[config.mk]
export PLATFORM = sky130hd
export DESIGN_NAME = scl_rate_gen
export DESIGN_NICKNAME = d
export VERILOG_FILES = /design/src/rtl/scl_div_pkg.sv /design/src/rtl/scl_div_shadow.sv /design/src/rtl/scl_div_stage.sv /design/src/rtl/scl_div_seq.sv /design/src/rtl/scl_rate_gen.sv
export SDC_FILE = /design/constraint.sdc
export NUM_CORES = 1
export LEC_CHECK = 0
export BUFFER_PORTS_ARGS = -buffer_cell sky130_fd_sc_hd__buf_4
export CAP_MARGIN = 20
export CORE_MARGIN = 3
export CORE_UTILIZATION = 56
export CTS_CLUSTER_SIZE = 14
export DETAILED_ROUTE_END_ITERATION = 10
export PLACE_DENSITY = 0.8
export SETUP_SLACK_MARGIN = 0.02
export SYNTH_ARGS = -nofsm -noshare
export SYNTH_HDL_FRONTEND = slang
export SYNTH_SLANG_ARGS = --single-unit
[constraint.sdc]
create_clock -name clk -period 2.9 [get_ports clk]
set_input_delay 0.58 -clock clk [delete_from_list [all_inputs] [get_ports clk]]
set_output_delay 0.58 -clock clk [all_outputs]
set_load 0.02 [all_outputs]
[src/rtl/scl_div_pkg.sv]
`timescale 1ns/1ps
package scl_div_pkg;

    typedef enum logic [1:0] {
        PH_IDLE = 2'd0,
        PH_LOW  = 2'd1,
        PH_HIGH = 2'd2
    } phase_e;

    localparam int STB_FALL = 0;
    localparam int STB_CHG  = 1;
    localparam int STB_RISE = 2;
    localparam int STB_SMP  = 3;
    localparam int STB_N    = 4;

endpackage

[src/rtl/scl_div_shadow.sv]
`timescale 1ns/1ps
module scl_div_shadow #(
    parameter int A_W = 2,
    parameter int B_W = 6
) (
    input  logic           clk,
    input  logic           rst_n,
    input  logic           run,
    input  logic [A_W-1:0] a_in,
    input  logic [B_W-1:0] b_in,
    output logic [A_W-1:0] a_sh,
    output logic [B_W-1:0] b_sh
);

    always_ff @(posedge clk or negedge rst_n) begin
        if (!rst_n) begin
            a_sh <= '0;
            b_sh <= '0;
        end else if (!run) begin
            a_sh <= a_in;
            b_sh <= b_in;
        end
    end

    // A running bit never sees a new divider value.
    assert_shadow_frozen_R9: assert property (@(posedge clk) disable iff (!rst_n)
        run |=> ($stable(a_sh) && $stable(b_sh)));

endmodule

[src/rtl/scl_div_stage.sv]
`timescale 1ns/1ps
module scl_div_stage #(
    parameter int W = 2
) (
    input  logic         clk,
    input  logic         rst_n,
    input  logic         clr,
    input  logic         en,
    input  logic [W-1:0] lim,
    output logic         carry
);

    logic [W-1:0] cnt;

    assign carry = en && (cnt == lim);

    always_ff @(posedge clk or negedge rst_n) begin
        if (!rst_n) begin
            cnt <= '0;
        end else if (clr || carry) begin
            cnt <= '0;
        end else if (en) begin
            cnt <= cnt + 1'b1;
        end
    end

    assert_cnt_in_range_R3: assert property (@(posedge clk) disable iff (!rst_n)
        !clr |-> (cnt <= lim));

endmodule

[src/rtl/scl_div_seq.sv]
`timescale 1ns/1ps
module scl_div_seq
    import scl_div_pkg::*;
#(
    parameter int HALF_TICKS = 11
) (
    input  logic             clk,
    input  logic             rst_n,
    input  logic             run,
    input  logic             tick,
    input  logic             scl_in,
    output logic             idle,
    output logic             cnt_en,
    output logic             scl_ref,
    output logic [STB_N-1:0] stb
);

    localparam int TW       = $clog2(HALF_TICKS);
    localparam int LAST_T   = HALF_TICKS - 1;
    localparam int MID_T    = HALF_TICKS / 2 - 1;

    phase_e        state, state_n;
    logic [TW-1:0] tcnt;
    logic          hold;
    logic          last_tick;
    logic          mid_tick;

    assign last_tick = tick && (tcnt == TW'(LAST_T));
    assign mid_tick  = tick && (tcnt == TW'(MID_T));
    assign hold      = (state == PH_HIGH) && !scl_in;
    assign idle      = (state == PH_IDLE);
    assign cnt_en    = !idle && !hold;

    // State register
    always_ff @(posedge clk or negedge rst_n) begin
        if (!rst_n) begin
            state <= PH_IDLE;
        end else begin
            state <= state_n;
        end
    end

    // Next state
    always_comb begin
        state_n = state;
        unique case (state)
            PH_IDLE: if (run) state_n = PH_LOW;
            PH_LOW: begin
                if (!run)           state_n = PH_IDLE;
                else if (last_tick) state_n = PH_HIGH;
            end
            PH_HIGH: begin
                if (!run)           state_n = PH_IDLE;
                else if (last_tick) state_n = PH_LOW;
            end
            default: state_n = PH_IDLE;
        endcase
    end

    // Tick counter within a phase
    always_ff @(posedge clk or negedge rst_n) begin
        if (!rst_n) begin
            tcnt <= '0;
        end else if (!run || idle || last_tick) begin
            tcnt <= '0;
        end else if (tick) begin
            tcnt <= tcnt + 1'b1;
        end
    end

    // Outputs
    always_comb begin
        stb     = '0;
        scl_ref = 1'b1;
        unique case (state)
            PH_IDLE: stb[STB_FALL] = run;
            PH_LOW: begin
                scl_ref       = 1'b0;
                stb[STB_CHG]  = run && mid_tick;
                stb[STB_RISE] = run && last_tick;
            end
            PH_HIGH: begin
                stb[STB_SMP]  = run && mid_tick;
                stb[STB_FALL] = run && last_tick;
            end
            default: stb = '0;
        endcase
    end

    assert_idle_ref_R1: assert property (@(posedge clk) disable iff (!rst_n)
        !run |=> scl_ref);

    assert_fall_then_low_R4: assert property (@(posedge clk) disable iff (!rst_n)
        stb[STB_FALL] |=> !scl_ref);

    assert_rise_then_high_R6: assert property (@(posedge clk) disable iff (!rst_n)
        stb[STB_RISE] |=> scl_ref);

    assert_stretch_freeze_R8: assert property (@(posedge clk) disable iff (!rst_n)
        (hold && run) |=> $stable(tcnt));

    assert_stb_onehot_R10: assert property (@(posedge clk) disable iff (!rst_n)
        $onehot0(stb));

endmodule

[src/rtl/scl_rate_gen.sv]
`timescale 1ns/1ps
module scl_rate_gen
    import scl_div_pkg::*;
#(
    parameter int A_W        = 2,
    parameter int B_W        = 6,
    parameter int HALF_TICKS = 11
) (
    input  logic             clk,
    input  logic             rst_n,
    input  logic [A_W-1:0]   div_a,
    input  logic [B_W-1:0]   div_b,
    input  logic             run,
    input  logic             scl_in,
    output logic             scl_ref,
    output logic [STB_N-1:0] phase_stb
);

    logic [A_W-1:0] a_sh;
    logic [B_W-1:0] b_sh;
    logic           idle;
    logic           cnt_en;
    logic           carry_a;
    logic           tick;

    scl_div_shadow #(.A_W(A_W), .B_W(B_W)) u_shadow (
        .clk   (clk),
        .rst_n (rst_n),
        .run   (run),
        .a_in  (div_a),
        .b_in  (div_b),
        .a_sh  (a_sh),
        .b_sh  (b_sh)
    );

    scl_div_stage #(.W(A_W)) u_stage_a (
        .clk   (clk),
        .rst_n (rst_n),
        .clr   (idle),
        .en    (cnt_en),
        .lim   (a_sh),
        .carry (carry_a)
    );

    scl_div_stage #(.W(B_W)) u_stage_b (
        .clk   (clk),
        .rst_n (rst_n),
        .clr   (idle),
        .en    (carry_a),
        .lim   (b_sh),
        .carry (tick)
    );

    scl_div_seq #(.HALF_TICKS(HALF_TICKS)) u_seq (
        .clk     (clk),
        .rst_n   (rst_n),
        .run     (run),
        .tick    (tick),
        .scl_in  (scl_in),
        .idle    (idle),
        .cnt_en  (cnt_en),
        .scl_ref (scl_ref),
        .stb     (phase_stb)
    );

endmodule

Yosys cells after proc, flatten, opt, wreduce, memory -nomap -nowiden
Cells that the tools add are included.

operators by class
  add/subtract/negate cells = 3
  eq/ne operators = 9
  multiplexer cells = 16
  reductions and logical operators = 21

operator list
  operator               count
  $mux W2                8
  $mux W6                2
  $logic_and A1 B1 Y1    8
  $mux W4                2
  $add A6 B1 Y6 const B  1
  $eq A6 B6 Y1           1
  $ne A3 B2 Y1 const B   2
  $pmux W2 S3            1
  $reduce_bool A2 Y1     3
  $add A4 B1 Y4 const B  1
  $eq A4 B3 Y1 const B   1
  $eq A4 B4 Y1 const B   1
  $logic_not A1 Y1       4
  $logic_or A1 B1 Y1     4
  $reduce_and A3 Y1      1
  $add A2 B1 Y2 const B  1
  $eq A2 B1 Y1 const B   1
  $eq A2 B2 Y1           1
  $eq A2 B2 Y1 const B   1
  $logic_not A2 Y1       1
  $mux W1                2
  $ne A2 B2 Y1 const B   1
  $pmux W1 S2            1

word-level totals
  register bits = 22
  input port bits = 12
  output and inout bits = 5

Depth between registers and ports, before layout
  depth in word-level cells = 10
  mapped depth = 6
  gate-level depth less buffers = 6

By module
From an unflattened synthesis, not the netlist that was laid out.

second synthesis, totals
  cell total of the unflattened synthesis = 107
  area, all modules = 1,242.4 um2

modules (own cells, without submodules)
  module                      instances  cells an instance  area each (um2)
  scl_div_stage at u_stage_b  1          36                 396.6
  scl_div_seq                 1          39                 374.1
  scl_div_shadow              1          17                 331.6
  scl_div_stage at u_stage_a  1          15                 140.1

Worst setup path before layout
No wires, ideal clock.

  kind = reg-to-output
  from = register u_stage_b.cnt[3]
  to = output phase_stb[2]
  data arrival time = 1,740 ps
  required time = 2,320 ps
  slack = 580 ps
  stages on the path, launching flop included = 5
  buffers on the path = 0
  cell sequence = dfrtp_1 -> xor2_1 -> or4_4 -> nor3_4 -> and4_1

between the ends
  longest elaborated chain between the ends = 5

RTL lines
  what                    line                 source
  from (decl)             scl_div_stage.sv:13  logic [W-1:0] cnt;
  from (signal assigned)  scl_div_stage.sv:23  cnt <= cnt + 1'b1;
  $eq A6 B6 Y1            scl_div_stage.sv:15  assign carry = en && (cnt == lim);
  $logic_and A1 B1 Y1     scl_div_stage.sv:15
  $logic_and A1 B1 Y1     scl_div_seq.sv:28    assign last_tick = tick && (tcnt == TW'(LAST_T));
  $logic_and A1 B1 Y1     scl_div_seq.sv:80    stb[STB_RISE] = run && last_tick;
  $mux W2                 scl_div_seq.sv:75    unique case (state)
  to (decl)               scl_rate_gen.sv:16   output logic [STB_N-1:0] phase_stb

No other way between the ends.

Worst setup path in the final report
  from = register u_stage_b.cnt[3]
  to = output phase_stb[0]

between the ends
  longest elaborated chain between the ends = 5

RTL lines
  what                 line                 source
  $eq A6 B6 Y1         scl_div_stage.sv:15
  $logic_and A1 B1 Y1  scl_div_stage.sv:15
  $logic_and A1 B1 Y1  scl_div_seq.sv:28
  $logic_and A1 B1 Y1  scl_div_seq.sv:84    stb[STB_FALL] = run && last_tick;
  $pmux W1 S2          scl_div_seq.sv:75

No other way between the ends.

==> impl_metrics.toml <==
[global_route]
grt_start_max_net_pins = 23
gr-total-overflow = 0
grt_pass1_vias = 1036
grtUsageTotal_pct = 21.3
grt_first_pass_wirelength_mm = 4.38
antenna_found_initial = 0

[cells_and_area]
n_fill_cell = 154
final_cells = 170
fin_util_pct = 71.9
layout-drive-gt1-share_pct = 26.6
finalNetCount = 160
antenna_cells = 0
area_growth_pct = 14.8
seq_area_um2 = 551
multiInputGateArea_um2 = 722

[job]
maxCapViolCount = 0

[sta]
fin_ws_ns = 0.147
max_slew_margin_pct = 59.4
period_share_pct = 94.9
report.final.hold_viol_count = 0
setup_viol = 0
setup_tns_ns = 0
period_needed_ns = 2.75
rsz0062_at_grt = "false"
worst_slew_pin_slew_ns = 0.604
fmax_mhz = 363
clock_skew_ns = 0.0153
hold_slack_ns = 0.121
drv_slew = 0

[logic_synthesis]
ys_warn_count = 0
ys_top_cells_by_area = "dfrtp_1, mux2_2, xor2_1, ha_1, xnor2_1"
synth_xor_area_share_pct = 8.73
ys_types = 41
synthesis.nets = 140
synth_edf_count = 0
netlist_instances = 124
synth_compound_area_share_pct = 10.3
yosysTopAreaCell = "dfrtp_1"
synth-adder-area-share_pct = 3.84
yosysMostFrequentCell = "dfrtp_1"
muxShareOfSynthArea_pct = 9.31
synthArstFlopShare_pct = 100
ys_seq_area_share_pct = 42.2
syn_area_per_cell_um2 = 10.5
synthTopCellsByCount = "dfrtp_1, mux2_2, xor2_1"
synth-simple-area-share_pct = 23.2
synth-seq-cells = 22
synth_top_area_share_pct = 42.2
synth_area_um2 = 1300
synthFlopType = "dfrtp_1"
synth_top_family_by_area = "simple AND/OR/NAND/NOR gates"

[critical_path]
reg2reg_slack_ns = 1.05
ff2ff_path_depth = 4
cpPeakStageDelay_ns = 0.60
crit_buf_inv = 1
startpoint = "u_stage_b.cnt[3]"
path_class = "flop to output port"
required_ns = 2.32
critPathLaunchType = "flop"
cp-end-kind = "output port"
crit_cells = 5
crit_chain = "xor2_1 > or4_4 > nor4_4 > o21ba_2 > buf_4"
crit_fanout = 4
critPathTopFamily = "simple AND/OR/NAND/NOR gates"
r2r_start = "u_stage_a.cnt[0]"
crit_slowest_cell = "or4_4"
rr_endpoint = "u_stage_b.cnt[5]"
setup.worst_path.end = "phase_stb[0]"
cp.arrival_ns = 2.17

[routing]
route.detailed.drc = 0
routed_via_density = 6.03
dr.pass1.iters = 5
totalWireLength_mm = 2.61
drt_iter0_markers = 30
routed-via-count = 1025
antenna_left = 0
wl_per_cell_um = 15.3

[die]
floorplan.die_area_um2 = 2940
num_rows = 16
core_um2 = 2080
dieWidth_um = 54.3
start_util_pct = 62.6
fp.dieH_um = 54.3
io-pin-count = 17

[placed_design]
hpwl_mm = 1.97
preCtsSetupSlack_ns = 0.513
placedCellCount = 166
gp_congestion = 0.767
port_buffers = 16

[clock_tree]
cts_max_level = 1
cts_tree = "done"
postCtsResizedCells = 0
cts_buffers = 3
clk_path_buf_depth = 2
post_cts_buffers = 0
path_clk_slew_ns = 0.13
clk_latency_ns = 0.32
cts-root-buf = "clkbuf_4"
ctsHoldBuffers = 0
cts_sinks = 22

[pwr]
vdd_drop_max_uv = 376
powerDensity_nw_per_um2 = 497
power.leakage_nw = 0.654

[min_path]
min_path_type = "input port to async pin"

[run_status]
status = "completed"
sequential cells by signal (all words and copies together), names as in the netlist:
name,count
u_seq.state,2
u_seq.tcnt,4
u_shadow.a_sh,2
u_shadow.b_sh,6
u_stage_a.cnt,2
u_stage_b.cnt,6
power breakdown:
part | switching (mW) | internal (mW) | leakage (nW)
registers | 0.0397 | 0.337 | 0.284
clock network | 0.0968 | 0.0768 | 0.0210
logic | 0.107 | 0.0854 | 0.349
total | 0.244 | 0.500 | 0.654
cells in the final DEF, fill, tap and decap left out, drive strengths merged, types with 2 or more instances in the layout:
master	count
dfrtp	22
buf	18
xor2	9
mux2	9
nor3	7
nand2	6
nor2	6
inv	5
nand4	5
xnor2	4
a21oi	4
ha	4
nand3	4
nor4	4
o21ai	4
clkbuf	4
and4	3
o31ai	3
nand2b	2
o22ai	2
mux2i	2
or4	2
kinds of logic after synthesis:
group | Yosys count
flops | 22
simple gates | 46
compound gates | 20
mux | 11
buf+inv | 8
fa+ha+maj | 4
xor+xnor | 13
area by class of cell:
type | instances | share of cell area [%]
Clock buffer | 4 | 2.42
Inverter | 5 | 1.25
Multi-Input combinational cell | 94 | 48.2
Sequential cell | 22 | 36.8
Tap cell | 27 | 2.26
Timing Repair Buffer | 18 | 9.03
stage by stage:
step                total power, mW  cell area (µm²)
finish                        0.743             1500
global route                  0.789             1500
CTS                           0.746             1500
detailed placement            0.573             1460
global placement              0.567             1460
floorplan                     0.519             1300
worst min path at each step:
stage,startpoint,endpoint,slack [ns],cells past startpoint
global route,rst_n,u_seq.tcnt[0],0.12,1
floorplan,rst_n,u_seq.state[0],0.28,0
detailed placement,rst_n,u_seq.tcnt[1],0.49,1
global placement,rst_n,u_seq.tcnt[1],0.48,1
finish,rst_n,u_stage_b.cnt[3],0.12,1
CTS,rst_n,u_seq.tcnt[3],0.13,1
per-layer routing:
metal | wire length (µm) | global-route usage, % | share of wire [%] | up-vias
li1 | - | - | - | 494
met5 | 0 | 0 | 0 | -
met3 | 96 | 3.27 | 3.7 | 7
met4 | 56 | 11.2 | 2.1 | 0
met2 | 1330 | 37.6 | 51 | 26
met1 | 1130 | 24.5 | 43 | 498
(Power assumes the default switching activity.)
